File: src/rtl/ivc_pkg.sv
package ivc_pkg;

    localparam int WORD_W = 32;

    typedef enum logic [2:0] {
        SEL_MASK_HI = 3'd0,
        SEL_MASK_LO = 3'd1,
        SEL_PEND    = 3'd2,
        SEL_SENSE   = 3'd3,
        SEL_ROUTE   = 3'd4,
        SEL_VEC     = 3'd5
    } reg_sel_e;

endpackage

File: src/rtl/ivc_ext_sense.sv
module ivc_ext_sense (
    input  logic clk,
    input  logic rst_n,
    input  logic pin_n,
    input  logic edge_mode,
    input  logic clr,
    output logic active,
    output logic pend
);

    logic meta_q;
    logic sync_q;
    logic prev_q;
    logic fall;

    assign fall = prev_q & ~sync_q;

    always_ff @(posedge clk or negedge rst_n) begin
        if (!rst_n) begin
            meta_q <= 1'b1;
            sync_q <= 1'b1;
            prev_q <= 1'b1;
            pend   <= 1'b0;
        end else begin
            meta_q <= pin_n;
            sync_q <= meta_q;
            prev_q <= sync_q;
            pend   <= (pend & ~clr) | (fall & edge_mode);
        end
    end

    assign active = edge_mode ? pend : ~sync_q;

    p_w1c_r8: assert property (@(posedge clk) disable iff (!rst_n)
        ($past(clr) && !$past(fall)) |-> !pend);

    p_edge_wins_r9: assert property (@(posedge clk) disable iff (!rst_n)
        $past(fall && edge_mode) |-> pend);

    p_level_quiet_r7: assert property (@(posedge clk) disable iff (!rst_n)
        ($past(!edge_mode) && !$past(pend)) |-> !pend);

endmodule

File: src/rtl/ivc_vec_encoder.sv
module ivc_vec_encoder #(
    parameter int NUM_SRC = 64,
    parameter int IDX_W   = 6
) (
    input  logic [NUM_SRC-1:0] req,
    output logic [IDX_W-1:0]   idx,
    output logic               hit
);

    always_comb begin
        idx = '0;
        hit = 1'b0;
        for (int i = NUM_SRC - 1; i >= 1; i--) begin
            if (req[i]) begin
                idx = IDX_W'(i);
                hit = 1'b1;
            end
        end
    end

endmodule

File: src/rtl/irq_vector_ctl.sv
module irq_vector_ctl
    import ivc_pkg::*;
#(
    parameter int NUM_SRC  = 64,
    parameter int NUM_EXT  = 8,
    parameter int EXT_BASE = 48,
    parameter int VEC_W    = 7,
    parameter int ADDR_W   = 3
) (
    input  logic               clk,
    input  logic               rst_n,
    input  logic [63:0]        int_n,
    input  logic [7:0]         ext_n,
    input  logic               wr_en,
    input  logic               rd_en,
    input  logic [ADDR_W-1:0]  addr,
    input  logic [31:0]        wr_data,
    output logic [31:0]        rd_data,
    output logic               irq_o,
    output logic               mc_o
);

    localparam int IDX_W     = $clog2(NUM_SRC);
    localparam int SENSE_TOP = 15;

    logic [WORD_W-1:0]  mask_hi;
    logic [WORD_W-1:0]  mask_lo;
    logic [NUM_EXT-1:0] sense_edge;
    logic               route_mc;
    logic               mc_off;

    logic [NUM_EXT-1:0] ext_act;
    logic [NUM_EXT-1:0] ext_pend;
    logic [NUM_EXT-1:0] pend_clr;

    logic [NUM_SRC-1:0] src_act;
    logic [NUM_SRC-1:0] src_en;
    logic [NUM_SRC-1:0] elig;

    logic [IDX_W-1:0]   win_idx;
    logic               win_hit;
    logic [VEC_W-1:0]   vec;
    logic               mc_req;

    logic [WORD_W-1:0]  pend_word;
    logic [WORD_W-1:0]  sense_word;
    logic [WORD_W-1:0]  rd_mux;
    reg_sel_e           sel;

    logic unused_inputs;
    assign unused_inputs = ^{int_n[0], int_n[EXT_BASE +: NUM_EXT]};

    assign sel = reg_sel_e'(addr);

    // ---------------- external pin sensing ----------------
    for (genvar k = 0; k < NUM_EXT; k++) begin : g_ext
        assign pend_clr[k] = wr_en && (sel == SEL_PEND) && wr_data[SENSE_TOP-k];

        ivc_ext_sense u_sense (
            .clk       (clk),
            .rst_n     (rst_n),
            .pin_n     (ext_n[k]),
            .edge_mode (sense_edge[k]),
            .clr       (pend_clr[k]),
            .active    (ext_act[k]),
            .pend      (ext_pend[k])
        );
    end

    // ---------------- per-source request, enable, eligibility ----------------
    for (genvar b = 0; b < NUM_SRC; b++) begin : g_src
        if (b < WORD_W) begin : g_hi
            assign src_en[b] = mask_hi[WORD_W-1-b];
        end else begin : g_lo
            assign src_en[b] = mask_lo[2*WORD_W-1-b];
        end

        if (b == 0) begin : g_zero
            assign src_act[b] = 1'b0;
        end else if (b >= EXT_BASE && b < EXT_BASE + NUM_EXT) begin : g_ext_src
            assign src_act[b] = ext_act[b-EXT_BASE];
        end else begin : g_int_src
            assign src_act[b] = ~int_n[b];
        end

        if (b == EXT_BASE) begin : g_routed
            assign elig[b] = src_act[b] & src_en[b] & ~route_mc;
        end else begin : g_plain
            assign elig[b] = src_act[b] & src_en[b];
        end
    end

    assign mc_req = src_act[EXT_BASE] & src_en[EXT_BASE] & route_mc & ~mc_off;

    // ---------------- vector ----------------
    ivc_vec_encoder #(
        .NUM_SRC (NUM_SRC),
        .IDX_W   (IDX_W)
    ) u_enc (
        .req (elig),
        .idx (win_idx),
        .hit (win_hit)
    );

    assign vec = win_hit ? VEC_W'(win_idx) : '0;

    // ---------------- register words ----------------
    always_comb begin
        pend_word  = '0;
        sense_word = '0;
        for (int k = 0; k < NUM_EXT; k++) begin
            pend_word[SENSE_TOP-k]  = ext_pend[k];
            sense_word[SENSE_TOP-k] = sense_edge[k];
        end
    end

    always_ff @(posedge clk or negedge rst_n) begin
        if (!rst_n) begin
            mask_hi    <= '0;
            mask_lo    <= '0;
            sense_edge <= '0;
            route_mc   <= 1'b0;
            mc_off     <= 1'b0;
        end else if (wr_en) begin
            case (sel)
                SEL_MASK_HI: mask_hi <= wr_data;
                SEL_MASK_LO: mask_lo <= wr_data;
                SEL_SENSE: begin
                    for (int k = 0; k < NUM_EXT; k++) begin
                        sense_edge[k] <= wr_data[SENSE_TOP-k];
                    end
                end
                SEL_ROUTE: begin
                    route_mc <= wr_data[0];
                    mc_off   <= wr_data[1];
                end
                default: ;
            endcase
        end
    end

    always_comb begin
        case (sel)
            SEL_MASK_HI: rd_mux = mask_hi;
            SEL_MASK_LO: rd_mux = mask_lo;
            SEL_PEND:    rd_mux = pend_word;
            SEL_SENSE:   rd_mux = sense_word;
            SEL_ROUTE:   rd_mux = {30'd0, mc_off, route_mc};
            SEL_VEC:     rd_mux = WORD_W'(vec);
            default:     rd_mux = '0;
        endcase
    end

    // ---------------- registered outputs ----------------
    always_ff @(posedge clk or negedge rst_n) begin
        if (!rst_n) begin
            rd_data <= '0;
            irq_o   <= 1'b0;
            mc_o    <= 1'b0;
        end else begin
            if (rd_en) begin
                rd_data <= rd_mux;
            end
            irq_o <= |elig;
            mc_o  <= mc_req;
        end
    end

    // ---------------- assertions ----------------
    p_vec_is_req_r4: assert property (@(posedge clk) disable iff (!rst_n)
        (vec != '0) |-> elig[win_idx]);

    p_vec_lowest_r4: assert property (@(posedge clk) disable iff (!rst_n)
        (((elig & ((NUM_SRC'(1) << win_idx) - NUM_SRC'(1))) >> 1) == '0));

    p_vec_none_r4: assert property (@(posedge clk) disable iff (!rst_n)
        ((vec == '0) == (elig == '0)));

    p_mc_gate_r10: assert property (@(posedge clk) disable iff (!rst_n)
        mc_o |-> ($past(route_mc) && !$past(mc_off)));

    p_irq_excl_r10: assert property (@(posedge clk) disable iff (!rst_n)
        (route_mc && (vec != '0)) |-> (win_idx != IDX_W'(EXT_BASE)));

endmodule

File: config.mk
export PLATFORM = sky130hd
export DESIGN_NAME = irq_vector_ctl
export DESIGN_NICKNAME = d
export VERILOG_FILES = /design/src/rtl/ivc_pkg.sv /design/src/rtl/ivc_ext_sense.sv /design/src/rtl/ivc_vec_encoder.sv /design/src/rtl/irq_vector_ctl.sv
export SDC_FILE = /design/constraint.sdc
export NUM_CORES = 1
export LEC_CHECK = 0
export BUFFER_PORTS_ARGS = -buffer_cell sky130_fd_sc_hd__buf_2
export CAP_MARGIN = 20
export CORE_MARGIN = 4
export CORE_UTILIZATION = 30
export DETAILED_ROUTE_END_ITERATION = 8
export PLACE_DENSITY = 0.49
export SKIP_LAST_GASP = 1
export SYNTH_ARGS = -nofsm -noshare
export SYNTH_HDL_FRONTEND = slang
export SYNTH_SLANG_ARGS = --single-unit
File: constraint.sdc
create_clock -name clk -period 3.9 [get_ports clk]
set_input_delay 0.585 -clock clk [delete_from_list [all_inputs] [get_ports clk]]
set_output_delay 0.585 -clock clk [all_outputs]
set_load 0.02 [all_outputs]
# Word-level counts from Yosys, hierarchy flattened
# Index checks and enable logic that the tools add are counted.
dict set report classes {
  n_mux 136
  reduce_logical 15
  n_eq_ne 5
  bitwise 171
}
# operator count
set ops {}
lappend ops {{$mux 6} 64}
lappend ops {{$pmux 32 s6} 1}
lappend ops {{$and 1x1->1} 90}
lappend ops {{$not 1->1} 73}
lappend ops {{$mux 1} 71}
lappend ops {{$reduce_or 63->1} 1}
lappend ops {{$logic_and 1x1->1} 9}
lappend ops {{$or 1x1->1} 8}
lappend ops {{$reduce_and 2->1} 4}
lappend ops {{$eq 3x2->1 const B} 2}
lappend ops {{$eq 3x3->1 const B} 2}
lappend ops {{$eq 3x1->1 const B} 1}
lappend ops {{$logic_not 3->1} 1}
dict set report totals {
  out_inout_bits 34
  regBits 140
}

# Longest topological paths before layout
dict set report logic_depth {
  depth_word 67
  mapped_depth 8
  mapped_depth_nobuf 7
}

# Modules after synthesis
# A second synthesis with hierarchy kept.
dict set report unflattened {
  hier_cells 615
  hier_area_um2 7104.3
}
# mod cells_each area_per_inst_um2 seq_area_each_um2 instances
set modules_own_cells {}
lappend modules_own_cells {irq_vector_ctl 410 5210.0 2702.6 1}
lappend modules_own_cells {ivc_ext_sense 8 133.9 103.8 8}
lappend modules_own_cells {ivc_vec_encoder 141 823.3 0.0 1}

# Worst setup path before layout
# Ideal clock, no wire load.
dict set report synth_path {
  path_kind {input to register}
  start {in int_n[46]}
  end {reg rd_data[2]}
  arrival_ns 2.364
  path_slack_ns 1.411
  cell_stages 7
  n_path_buf 0
  setup_time_ns 0.126
  path_cell_list {nor2b_4 > or4_4 > or4_4 > nor4_4 > a31oi_1 > a41oi_2 > a21oi_1}
}
dict set report synth_between {
  elab_chain_len 50
}
# element line
set synth_rtl {}
lappend synth_rtl {{start, declared} irq_vector_ctl.sv:12} ;# input logic [63:0] int_n,
lappend synth_rtl {{$not 1->1 *} irq_vector_ctl.sv:83} ;# assign src_act[b] = ~int_n[b];
lappend synth_rtl {{$and 1x1->1 *} irq_vector_ctl.sv:89} ;# assign elig[b] = src_act[b] & src_en[b];
lappend synth_rtl {{$mux 6 / $mux 1 (equally long branches) (46 in series)} ivc_vec_encoder.sv:14} ;# if (req[i]) begin
lappend synth_rtl {{$mux 6 *} irq_vector_ctl.sv:105} ;# assign vec = win_hit ? VEC_W'(win_idx) : '0;
lappend synth_rtl {{$pmux 32 s6 *} irq_vector_ctl.sv:143} ;# case (sel)
lappend synth_rtl {{end signal, assigned} irq_vector_ctl.sv:162} ;# rd_data <= rd_mux;
lappend synth_rtl {{end, declared} irq_vector_ctl.sv:18} ;# output logic [31:0] rd_data,
# Mark *: on every way between the ends. The rest lies on a longest branch, timed or not.
# A chain may end at the register's enable or synchronous reset.

# Worst setup path in the final report
dict set report layout_path {
  start {reg mask_hi[0]}
  end {reg rd_data[0]}
}
dict set report layout_between {
  elab_chain_len 34
}
# element line
set layout_rtl {}
lappend layout_rtl {{start, declared} irq_vector_ctl.sv:26} ;# logic [WORD_W-1:0] mask_hi;
lappend layout_rtl {{start signal, assigned} irq_vector_ctl.sv:126} ;# SEL_MASK_HI: mask_hi <= wr_data;
lappend layout_rtl {{$and 1x1->1} irq_vector_ctl.sv:89}
lappend layout_rtl {{$mux 6 / $mux 1 (equally long branches) (31 in series)} ivc_vec_encoder.sv:14}
lappend layout_rtl {{$mux 6} irq_vector_ctl.sv:105}
lappend layout_rtl {{$pmux 32 s6 *} irq_vector_ctl.sv:143}
# Marked as above.

==> flow_metrics.tcl <==
set metrics [dict create \
    yosysWarnings 0 \
    drt_first_iter_violations 403 \
    gp_congestion 0.867 \
    fin_crit_sh_pct 69.4 \
    routed_wl_um 20900 \
    fin_worst_skew_ns 0.0115 \
    arrival_ns 3.03 \
    gr-total-overflow 0 \
    antenna_cells 0 \
    ctsResizeCount 0 \
    ys_ff_latch 140 \
    ys_types 53 \
    syn_area_per_cell_um2 11.4 \
    synth_cells 603 \
    num_io_pins 145 \
    track_usage_pct 16.6 \
    clk_path_buf_depth 2 \
    cap_violations 0 \
    status "finished clean" \
    drc_errors 0 \
    cts_tree "built" \
    async_reset_ff_share_pct 100 \
    wire_per_inst_um 20.0 \
    worstPathMaxFanout 4 \
    syn_area_mm2 0.00685 \
    core_mm2 0.0226 \
    dr.pass1.iters 5 \
    slew_viol_final 0 \
    ant_nets 0 \
    worst_slew_margin_rel_pct 15.9 \
    cp-end-kind "flip-flop" \
    die_w_um 159 \
    ctsHtreeMaxLevel 4 \
    root_buffer "clkbuf_16" \
    period_needed_ns 2.71 \
    final_nets 859 \
    drive_gt1_share_pct 38.3 \
    clk_pin_slew_ns 0.06 \
    yosysTopAreaCellShare_pct 42.4 \
    layout_common_cells "buf_2, dfrtp_1, mux2_2" \
    yosysSeqAreaShare_pct 51.6 \
    antenna_found_initial 2 \
    grt_max_degree 93 \
    leakagePower_nw 3.76 \
    hp-class "in -> async" \
    hold_violations 0 \
    die_h_um 159 \
    clkLatencyLatePin_ns 0.42 \
    fp-row-count 55 \
    power.density_mw_per_mm2 539 \
    rsz0062_at_grt "no" \
    dp_cells 1014 \
    fmax_mhz 370 \
    numCtsBuffers 17 \
    final_cells 1045 \
    tns_ns 0 \
    tightest_slew_ns 1.23 \
    reg2reg_depth 7 \
    setup_viol 0 \
    areaGrowthSynthToFinish_pct 23.9 \
    cts_sinks 140 \
    via_per_inst 5.04 \
    synth-edff-count 0 \
    synth_area_leader_cell "dfrtp_1" \
    grt_pass1_wl_um 32700 \
    layout_commonest_cell "buf_2" \
    syn_nets 714 \
    via_count 5271 \
    start_kind "flip-flop" \
    whs_ns 0.216 \
    io_buffers 135 \
    worstPathRequired_ns 4.22 \
    synthTopCellsByArea "dfrtp_1, mux2_2, dfstp_2" \
    critPathKind "reg -> reg" \
    dieArea_mm2 0.0253 \
    cts_setup_buffers 0 \
    cts_hold_buf 0 \
    yosys_most_used_dff "dfrtp_1" \
    grt_pass1_vias 5677 \
    dp_hpwl_um 15700 \
    start_util_pct 30.3 \
    ir_worst_vdd_uv 257 \
]
state kept, by name, indices dropped and copies added, names as in the netlist:
signal,flops
g_ext.u_sense.meta_q,8
g_ext.u_sense.pend,8
g_ext.u_sense.prev_q,8
g_ext.u_sense.sync_q,8
irq_o,1
mask_hi,32
mask_lo,32
mc_o,1
mc_off,1
rd_data,32
route_mc,1
sense_edge,8
worst max-delay path, stage by stage, from the launching register on:
cell and delay, ns:
dfrtp_1 0.39, nor2b_1 0.29, o21bai_1 0.09, a2111oi_0 1.07, nand4_1 0.24, nor3_1 0.24
nor4_1 0.09, nor3_1 0.22
cell families (layout without fill, tap and decap cells):
| family | after synthesis | in the layout | synth area share [%] |
|---|---|---|---|
| mux | 104 | 104 | 18.0 |
| flops | 140 | 140 | 51.6 |
| buf+inv | 34 | 191 | 1.88 |
| compound gates | 112 | 112 | 11.4 |
| simple gates | 213 | 213 | 17.1 |
path summary, 6_finish.rpt:
| kind | from | endpoint | slack, ns |
|---|---|---|---|
| min in group clk | ext_n[1] | g_ext[1].u_sense.meta_q$_DFF_PN1_ | 0.26 |
| max in group asynchronous | rst_n | g_ext[6].u_sense.meta_q$_DFF_PN1_ | 2.73 |
| max reg2reg | mask_hi[0]$_DFFE_PN0P_ | rd_data[0]$_DFFE_PN0P_ | 1.19 |
| min | rst_n | mask_hi[25]$_DFFE_PN0P_ | 0.22 |
| min reg2reg | g_ext[4].u_sense.meta_q$_DFF_PN1_ | g_ext[4].u_sense.sync_q$_DFF_PN1_ | 0.36 |
| max | mask_hi[0]$_DFFE_PN0P_ | rd_data[0]$_DFFE_PN0P_ | 1.19 |
stage by stage:
step / util (%) / instance area, um^2 / worst slack (ns) / power (W)
2_1_floorplan: - / 6850 / 1.41 / 0.00257
3_3_place_gp: 35.0 / 7900 / 1.10 / 0.00294
3_5_place_dp: 35.0 / 7900 / 1.11 / 0.00297
4_1_cts: 37.6 / 8480 / 1.30 / 0.00462
5_1_grt: 37.6 / 8480 / 1.18 / 0.00483
6_report: 37.6 / 8480 / 1.19 / 0.00457
where the power goes:
group	switching (W)	internal [W]
Clock	0.000630	0.000998
Combinational	0.000575	0.000477
Sequential	0.000187	0.00170
Total	0.00139	0.00318
synthesized netlist by cell type (12+ instances only):
| master | number |
|---|---|
| nor2b_1 | 37 |
| nand3_1 | 12 |
| dfstp_2 | 24 |
| nand2_1 | 41 |
| clkbuf_1 | 17 |
| o2bb2ai_1 | 29 |
| nor2_1 | 39 |
| inv_1 | 14 |
| o21ai_0 | 31 |
| mux2i_1 | 22 |
| nand2b_1 | 34 |
| mux2_2 | 74 |
| dfrtp_1 | 116 |
| a21oi_1 | 18 |
area by class of cell:
| cell class | instances | area [um^2] |
|---|---|---|
| repair buffers | 146 | 764 |
| inverters | 14 | 52.6 |
| well taps | 285 | 357 |
| flip-flops and latches | 140 | 3530 |
| fillers | 2263 | 14100 |
| multi-input cells | 429 | 3190 |
| clock buffers | 19 | 433 |
| clock inverters | 12 | 151 |
per-layer routing:
layer  up-vias  GRT usage [%]  routed length, um
li1       2482              -                  -
met1      2610           22.4               9590
met2       145           26.7               9950
met3        30           4.25                997
met4         4           4.85                337
met5         -              0                 21
Power figures use the tool's default switching activity.
